## src/rtl/hs_pkg.sv

```systemverilog
package hs_pkg;

   typedef logic [1:0] gray_t;

   localparam gray_t GRAY_P0 = 2'b00;

   typedef struct packed {
      logic sel;
      logic wr;
      logic step;
      logic dir;
      logic sw_n;
   } ctl_t;

   localparam ctl_t CTL_RST = '{sel: 1'b0, wr: 1'b0, step: 1'b0, dir: 1'b0, sw_n: 1'b1};

   function automatic logic [1:0] gray_to_idx(input gray_t g);
      return {g[1], g[1] ^ g[0]};
   endfunction

endpackage

```

## src/rtl/hs_sync.sv

```systemverilog
module hs_sync #(
   parameter int W = 1,
   parameter int STAGES = 2,
   parameter logic [W-1:0] RST_VAL = '0
) (
   input  logic         clk,
   input  logic         rst_n,
   input  logic [W-1:0] d,
   output logic [W-1:0] q
);

   if (STAGES < 0 || STAGES > 4) begin : g_bad_stages
      $error("hs_sync: STAGES must be 0..4");
   end

   if (STAGES == 0) begin : g_pass
      assign q = d;
   end else begin : g_chain
      logic [W-1:0] stage [STAGES];
      always_ff @(posedge clk or negedge rst_n) begin
         if (!rst_n) begin
            for (int i = 0; i < STAGES; i++) stage[i] <= RST_VAL;
         end else begin
            stage[0] <= d;
            for (int i = 1; i < STAGES; i++) stage[i] <= stage[i-1];
         end
      end
      assign q = stage[STAGES-1];
   end

endmodule

```

## src/rtl/hs_debounce.sv

```systemverilog
module hs_debounce #(
   parameter int CYCLES = 8
) (
   input  logic clk,
   input  logic rst_n,
   input  logic raw,
   output logic stable
);

   if (CYCLES < 1) begin : g_bad_cycles
      $error("hs_debounce: CYCLES must be at least 1");
   end

   if (CYCLES == 1) begin : g_plain
      always_ff @(posedge clk or negedge rst_n) begin
         if (!rst_n) stable <= 1'b0;
         else        stable <= raw;
      end
   end else begin : g_count
      localparam int CNT_W = $clog2(CYCLES);
      localparam logic [CNT_W-1:0] LAST = CNT_W'(CYCLES - 1);
      logic [CNT_W-1:0] cnt;
      always_ff @(posedge clk or negedge rst_n) begin
         if (!rst_n) begin
            stable <= 1'b0;
            cnt    <= '0;
         end else if (raw == stable) begin
            cnt <= '0;
         end else if (cnt == LAST) begin
            stable <= raw;
            cnt    <= '0;
         end else begin
            cnt <= cnt + 1'b1;
         end
      end
   end

endmodule

```

## src/rtl/hs_phase_core.sv

```systemverilog
module hs_phase_core
   import hs_pkg::*;
(
   input  logic  clk,
   input  logic  rst_n,
   input  logic  advance,
   input  logic  inward,
   output gray_t gray
);

   logic flip_hi;
   logic flip_lo;

   // the XOR of direction and flop outputs picks the one flop to toggle
   assign flip_hi = ~(inward ^ (gray[1] ^ gray[0]));
   assign flip_lo = ~flip_hi;

   always_ff @(posedge clk or negedge rst_n) begin
      if (!rst_n) begin
         gray <= GRAY_P0;
      end else if (advance) begin
         gray[1] <= gray[1] ^ flip_hi;
         gray[0] <= gray[0] ^ flip_lo;
      end
   end

endmodule

```

## src/rtl/hs_coil_decode.sv

```systemverilog
module hs_coil_decode
   import hs_pkg::*;
#(
   parameter int NUM_COILS = 4
) (
   input  gray_t                gray,
   output logic [NUM_COILS-1:0] coil_en
);

   if (NUM_COILS != 4) begin : g_bad_coils
      $error("hs_coil_decode: only four coils are supported");
   end

   logic [1:0] idx;
   assign idx = gray_to_idx(gray);

   for (genvar i = 0; i < NUM_COILS; i++) begin : g_coil
      assign coil_en[i] = (idx == 2'(i));
   end

endmodule

```

## src/rtl/head_step_seq.sv

```systemverilog
module head_step_seq
   import hs_pkg::*;
#(
   parameter int SYNC_STAGES     = 2,
   parameter int DEBOUNCE_CYCLES = 8,
   parameter int NUM_COILS       = 4
) (
   input  logic                 clk,
   input  logic                 rst_n,
   input  logic                 drive_sel,
   input  logic                 write_busy,
   input  logic                 step_req,
   input  logic                 step_dir,
   input  logic                 trk0_sw_n,
   output logic [NUM_COILS-1:0] coil_en,
   output logic                 trk0_flag,
   output logic                 step_pulse
);

   localparam int CTL_W = $bits(ctl_t);

   ctl_t             ctl_raw;
   logic [CTL_W-1:0] ctl_s_vec;
   ctl_t             ctl_s;
   logic             sel_s;
   logic             wr_s;
   logic             step_prev;
   logic             step_rise;
   logic             sw_closed;
   gray_t            gray;
   logic             outward_block;
   logic             accept;

   assign ctl_raw = '{sel: drive_sel, wr: write_busy, step: step_req,
                      dir: step_dir, sw_n: trk0_sw_n};

   hs_sync #(.W(CTL_W), .STAGES(SYNC_STAGES), .RST_VAL(CTL_RST)) u_sync (
      .clk   (clk),
      .rst_n (rst_n),
      .d     (ctl_raw),
      .q     (ctl_s_vec)
   );

   assign ctl_s = ctl_t'(ctl_s_vec);
   assign sel_s = ctl_s.sel;
   assign wr_s  = ctl_s.wr;

   always_ff @(posedge clk or negedge rst_n) begin
      if (!rst_n) step_prev <= 1'b0;
      else        step_prev <= ctl_s.step;
   end
   assign step_rise = ctl_s.step & ~step_prev;

   hs_debounce #(.CYCLES(DEBOUNCE_CYCLES)) u_deb (
      .clk    (clk),
      .rst_n  (rst_n),
      .raw    (~ctl_s.sw_n),
      .stable (sw_closed)
   );

   assign trk0_flag     = sw_closed & (gray == GRAY_P0);
   assign outward_block = trk0_flag & ~ctl_s.dir;
   assign accept        = step_rise & sel_s & ~wr_s & ~outward_block;

   hs_phase_core u_phase (
      .clk     (clk),
      .rst_n   (rst_n),
      .advance (accept),
      .inward  (ctl_s.dir),
      .gray    (gray)
   );

   always_ff @(posedge clk or negedge rst_n) begin
      if (!rst_n) step_pulse <= 1'b0;
      else        step_pulse <= accept;
   end

   hs_coil_decode #(.NUM_COILS(NUM_COILS)) u_coil (
      .gray    (gray),
      .coil_en (coil_en)
   );

endmodule

```

## config.mk

```make
export PLATFORM = sky130hd
export DESIGN_NAME = head_step_seq
export DESIGN_NICKNAME = d
export VERILOG_FILES = /design/src/rtl/hs_pkg.sv /design/src/rtl/hs_sync.sv /design/src/rtl/hs_debounce.sv /design/src/rtl/hs_phase_core.sv /design/src/rtl/hs_coil_decode.sv /design/src/rtl/head_step_seq.sv
export SDC_FILE = /design/constraint.sdc
export NUM_CORES = 1
export LEC_CHECK = 0
export ABC_AREA = 1
export BUFFER_PORTS_ARGS = -buffer_cell sky130_fd_sc_hd__buf_2
export CORE_MARGIN = 10
export CORE_UTILIZATION = 40
export DETAILED_ROUTE_END_ITERATION = 16
export PLACE_DENSITY_LB_ADDON = 0.12
export SLEW_MARGIN = 20
export SYNTH_ARGS = -nofsm -noshare
export SYNTH_HDL_FRONTEND = slang
export SYNTH_SLANG_ARGS = --single-unit
export TNS_END_PERCENT = 30
```

## constraint.sdc

```tcl
create_clock -name clk -period 1.3 [get_ports clk]
set_clock_uncertainty 0.15 [all_clocks]
set_input_delay 0 -clock clk [delete_from_list [all_inputs] [get_ports clk]]
set_output_delay 0 -clock clk [all_outputs]
set_load 0.01 [all_outputs]
```

==> flow_summary.toml <==
[outcome]
outcome = "finished clean"

[synthesis]
yosysSeqAreaShare_pct = 63.07
yosys.area_share.simple_pct = 19.16
synth_area_leader_cell = "dfrtp_1"
synthCells = 61
synth_xor_area_share_pct = 1.220
synth_compound_area_share_pct = 0.6969
ys_types = 15
ys_warn_count = 0
ys_seq_elements = 18
synth_fa_ha_area_share_pct = 12.20
synth.avg_cell_area_um2 = 11.77
synthesis.nets = 75
synthMuxAreaShare_pct = 0
synthTopCellsByArea = "dfrtp_1 (56%), ha_1 (12%), dfstp_2 (7.3%)"
synth_top_family_by_area = "simple AND/OR/NAND/NOR gates"
yosysTopAreaCellShare_pct = 55.75
synth_area_um2 = 718.2

[placement]
port_buffers = 12
gp_congestion = 0.7694
hpwl_um = 879.2
post-place-ws_ns = 0.01677

[route]
vias = 478
vias_per_cell = 4.230
firstDrtPassIters = 4
drt_iter0_markers = 7
ant_nets = 0
finalWirelength_mm = 1.237
drc = 0
routedWlPerCell_um = 10.95

[critical_path]
cp_slowest_stage_delay_ns = 0.41
slowest_stage = "dfrtp_1"
crit_fanout = 3
critical_path_class = "flip-flop to flip-flop"
path_cells = "inv_2 -> ha_4 -> inv_4 -> nand2_2 -> nand3_1 -> nand2_1 -> nand2_1 -> nand2_1"
cp-end-kind = "flip-flop"
start_kind = "flip-flop"
critPathMostFrequentCell = "nand2_1"
arrival_ns = 1.34
r2r_slack_ns = 0.0007
crit_required_ns = 1.34

[grt]
overflow = 0
grt_max_degree = 19
use_met3_pct = 3.047
grt_pass1_vias = 493
grt_pass1_wl_mm = 2.042
track_usage_pct = 6.539
gr-usage-met1_pct = 6.918
use_met2_pct = 9.872
antenna_found_initial = 0
busiest_layer = "met2"

[sta]
post-route-period-util_pct = 99.95
slew_violations = 0
setup_viol = 0
rsz0062_at_grt = "yes"
fmax_mhz = 769.6
worst_slack_ns = 0.0007069
maxSlewHeadroom_pct = 74.69
holdWs_ns = 0.0005698
fin_crit_ns = 1.299
worst_pin_slew_ns = 0.3796
finalHoldViolations = 0
timing.setup.tns_ns = 0

[floorplan]
die_area_um2 = 3891
die_height_um = 62.38
ios = 13
rows = 15
initial_core_util_pct = 42.05
core-area_um2 = 1708
die_x_um = 62.38

[layout]
layout_common_cells = "dfrtp_1 (16), nand2_1 (9), buf_2 (8)"
num_antenna_cells = 0
fin_util_pct = 61.61
syn_to_final_growth_pct = 46.52
final_common_cell = "dfrtp_1"
drive_gt1_share_pct = 48.86
fin_nets = 103

[clock_network]
clkSinkCount = 18
cts-buffers-inserted = 3
clk_latency_ns = 0.28
root_buffer = "clkbuf_4"
htree_levels = 1
cts_tree = "done"
clk_pin_slew_ns = 0.09
cts_buffer_depth = 2

[power]
ir_drop_v = 0.0009254
powerDensity_nw_per_um2 = 1982
leakagePower_nw = 0.5095

[flow_run]
max_cap_violations = 0

[min_path]
hold_path.class = "input pin to asynchronous set/reset pin"
[what timing repair did]
| item | 4_1_cts | 5_1_grt |
|---|---|---|
| endpoints found under the setup margin | 5 | 7 |
| hold buffers | 6 | 0 |
| buffers inserted | 1 | 0 |
| gates resized for setup | 9 | 13 |
| endpoints found under the hold margin | 23 | 0 |
| pin swaps | 2 | 4 |
[worst max-delay path, delay by kind of cell (launching register included)]
kind / cells / cell delay, ns
buffers and inverters: 2 / 0.16
AND/OR/NAND/NOR: 5 / 0.27
adder cells (fa/ha/maj): 1 / 0.22
flip-flops: 1 / 0.41
[worst paths after layout]
path	from	cells after the start	end
max in group asynchronous	rst_n	2	u_sync.g_chain.stage[5]
setup / recovery	u_phase.gray[0]	8	u_phase.gray[1]
hold / removal	rst_n	2	u_phase.gray[1]
setup reg to reg	u_phase.gray[0]	8	u_phase.gray[1]
min in group clk	step_dir	2	u_sync.g_chain.stage[6]
hold reg to reg	u_sync.g_chain.stage[6]	0	u_sync.q[1]
[report_power, final]
part / internal [mW] / total (mW) / switching (mW)
registers: 0.656 / 0.717 / 0.0616
logic: 0.525 / 1.04 / 0.514
clock network: 0.170 / 0.329 / 0.159
total: 1.35 / 2.09 / 0.735
[state kept, by name (all words and copies together), names as in the netlist]
name	count
u_deb.stable	1
step_prev	1
u_sync.q	5
step_pulse	1
u_deb.g_count.cnt	3
u_phase.gray	2
u_sync.g_chain.stage	5
[layout make-up]
type                            count  area (µm²)
Sequential cell                    18       452.9
Fill cell                         131       655.6
Clock buffer                        4       36.28
Multi-Input combinational cell     36       309.0
Timing Repair Buffer               23       193.9
Tap cell                           25       31.28
Inverter                            7       28.78
[synthesized netlist by cell type, drive strengths merged]
| master | number |
|---|---|
| a21oi | 1 |
| dfrtp | 16 |
| dfstp | 2 |
| ha | 7 |
| inv | 7 |
| nand2 | 15 |
| nand3 | 5 |
| nand3b | 1 |
| nor2 | 5 |
| nor3 | 1 |
| xor2 | 1 |
[cells by family (layout without fill, tap and decap cells)]
family | Yosys count | in the layout
AND/OR/NAND/NOR | 27 | 27
flip-flops | 18 | 18
adder cells (fa/ha/maj) | 7 | 7
buffers and inverters | 7 | 34
AO/OA/AOI/OAI | 1 | 1
XOR/XNOR | 1 | 1
[stage by stage]
step | instance area, µm² | power [mW] | cells
finish | 1052 | 2.086 | 113
detailed placement | 852.1 | 1.443 | 102
floorplan | 730.7 | 1.180 | 61
CTS | 987.2 | 1.934 | 113
global placement | 852.1 | 1.406 | 102
global route | 1052 | 2.264 | 113
[routing by layer]
layer | up-vias | routed length (µm)
li1 | 243 | -
met1 | 221 | 516
met2 | 12 | 611
met3 | 2 | 97
met4 | 0 | 12
met5 | - | 0
No activity file was read; power rests on OpenSTA's default activity.
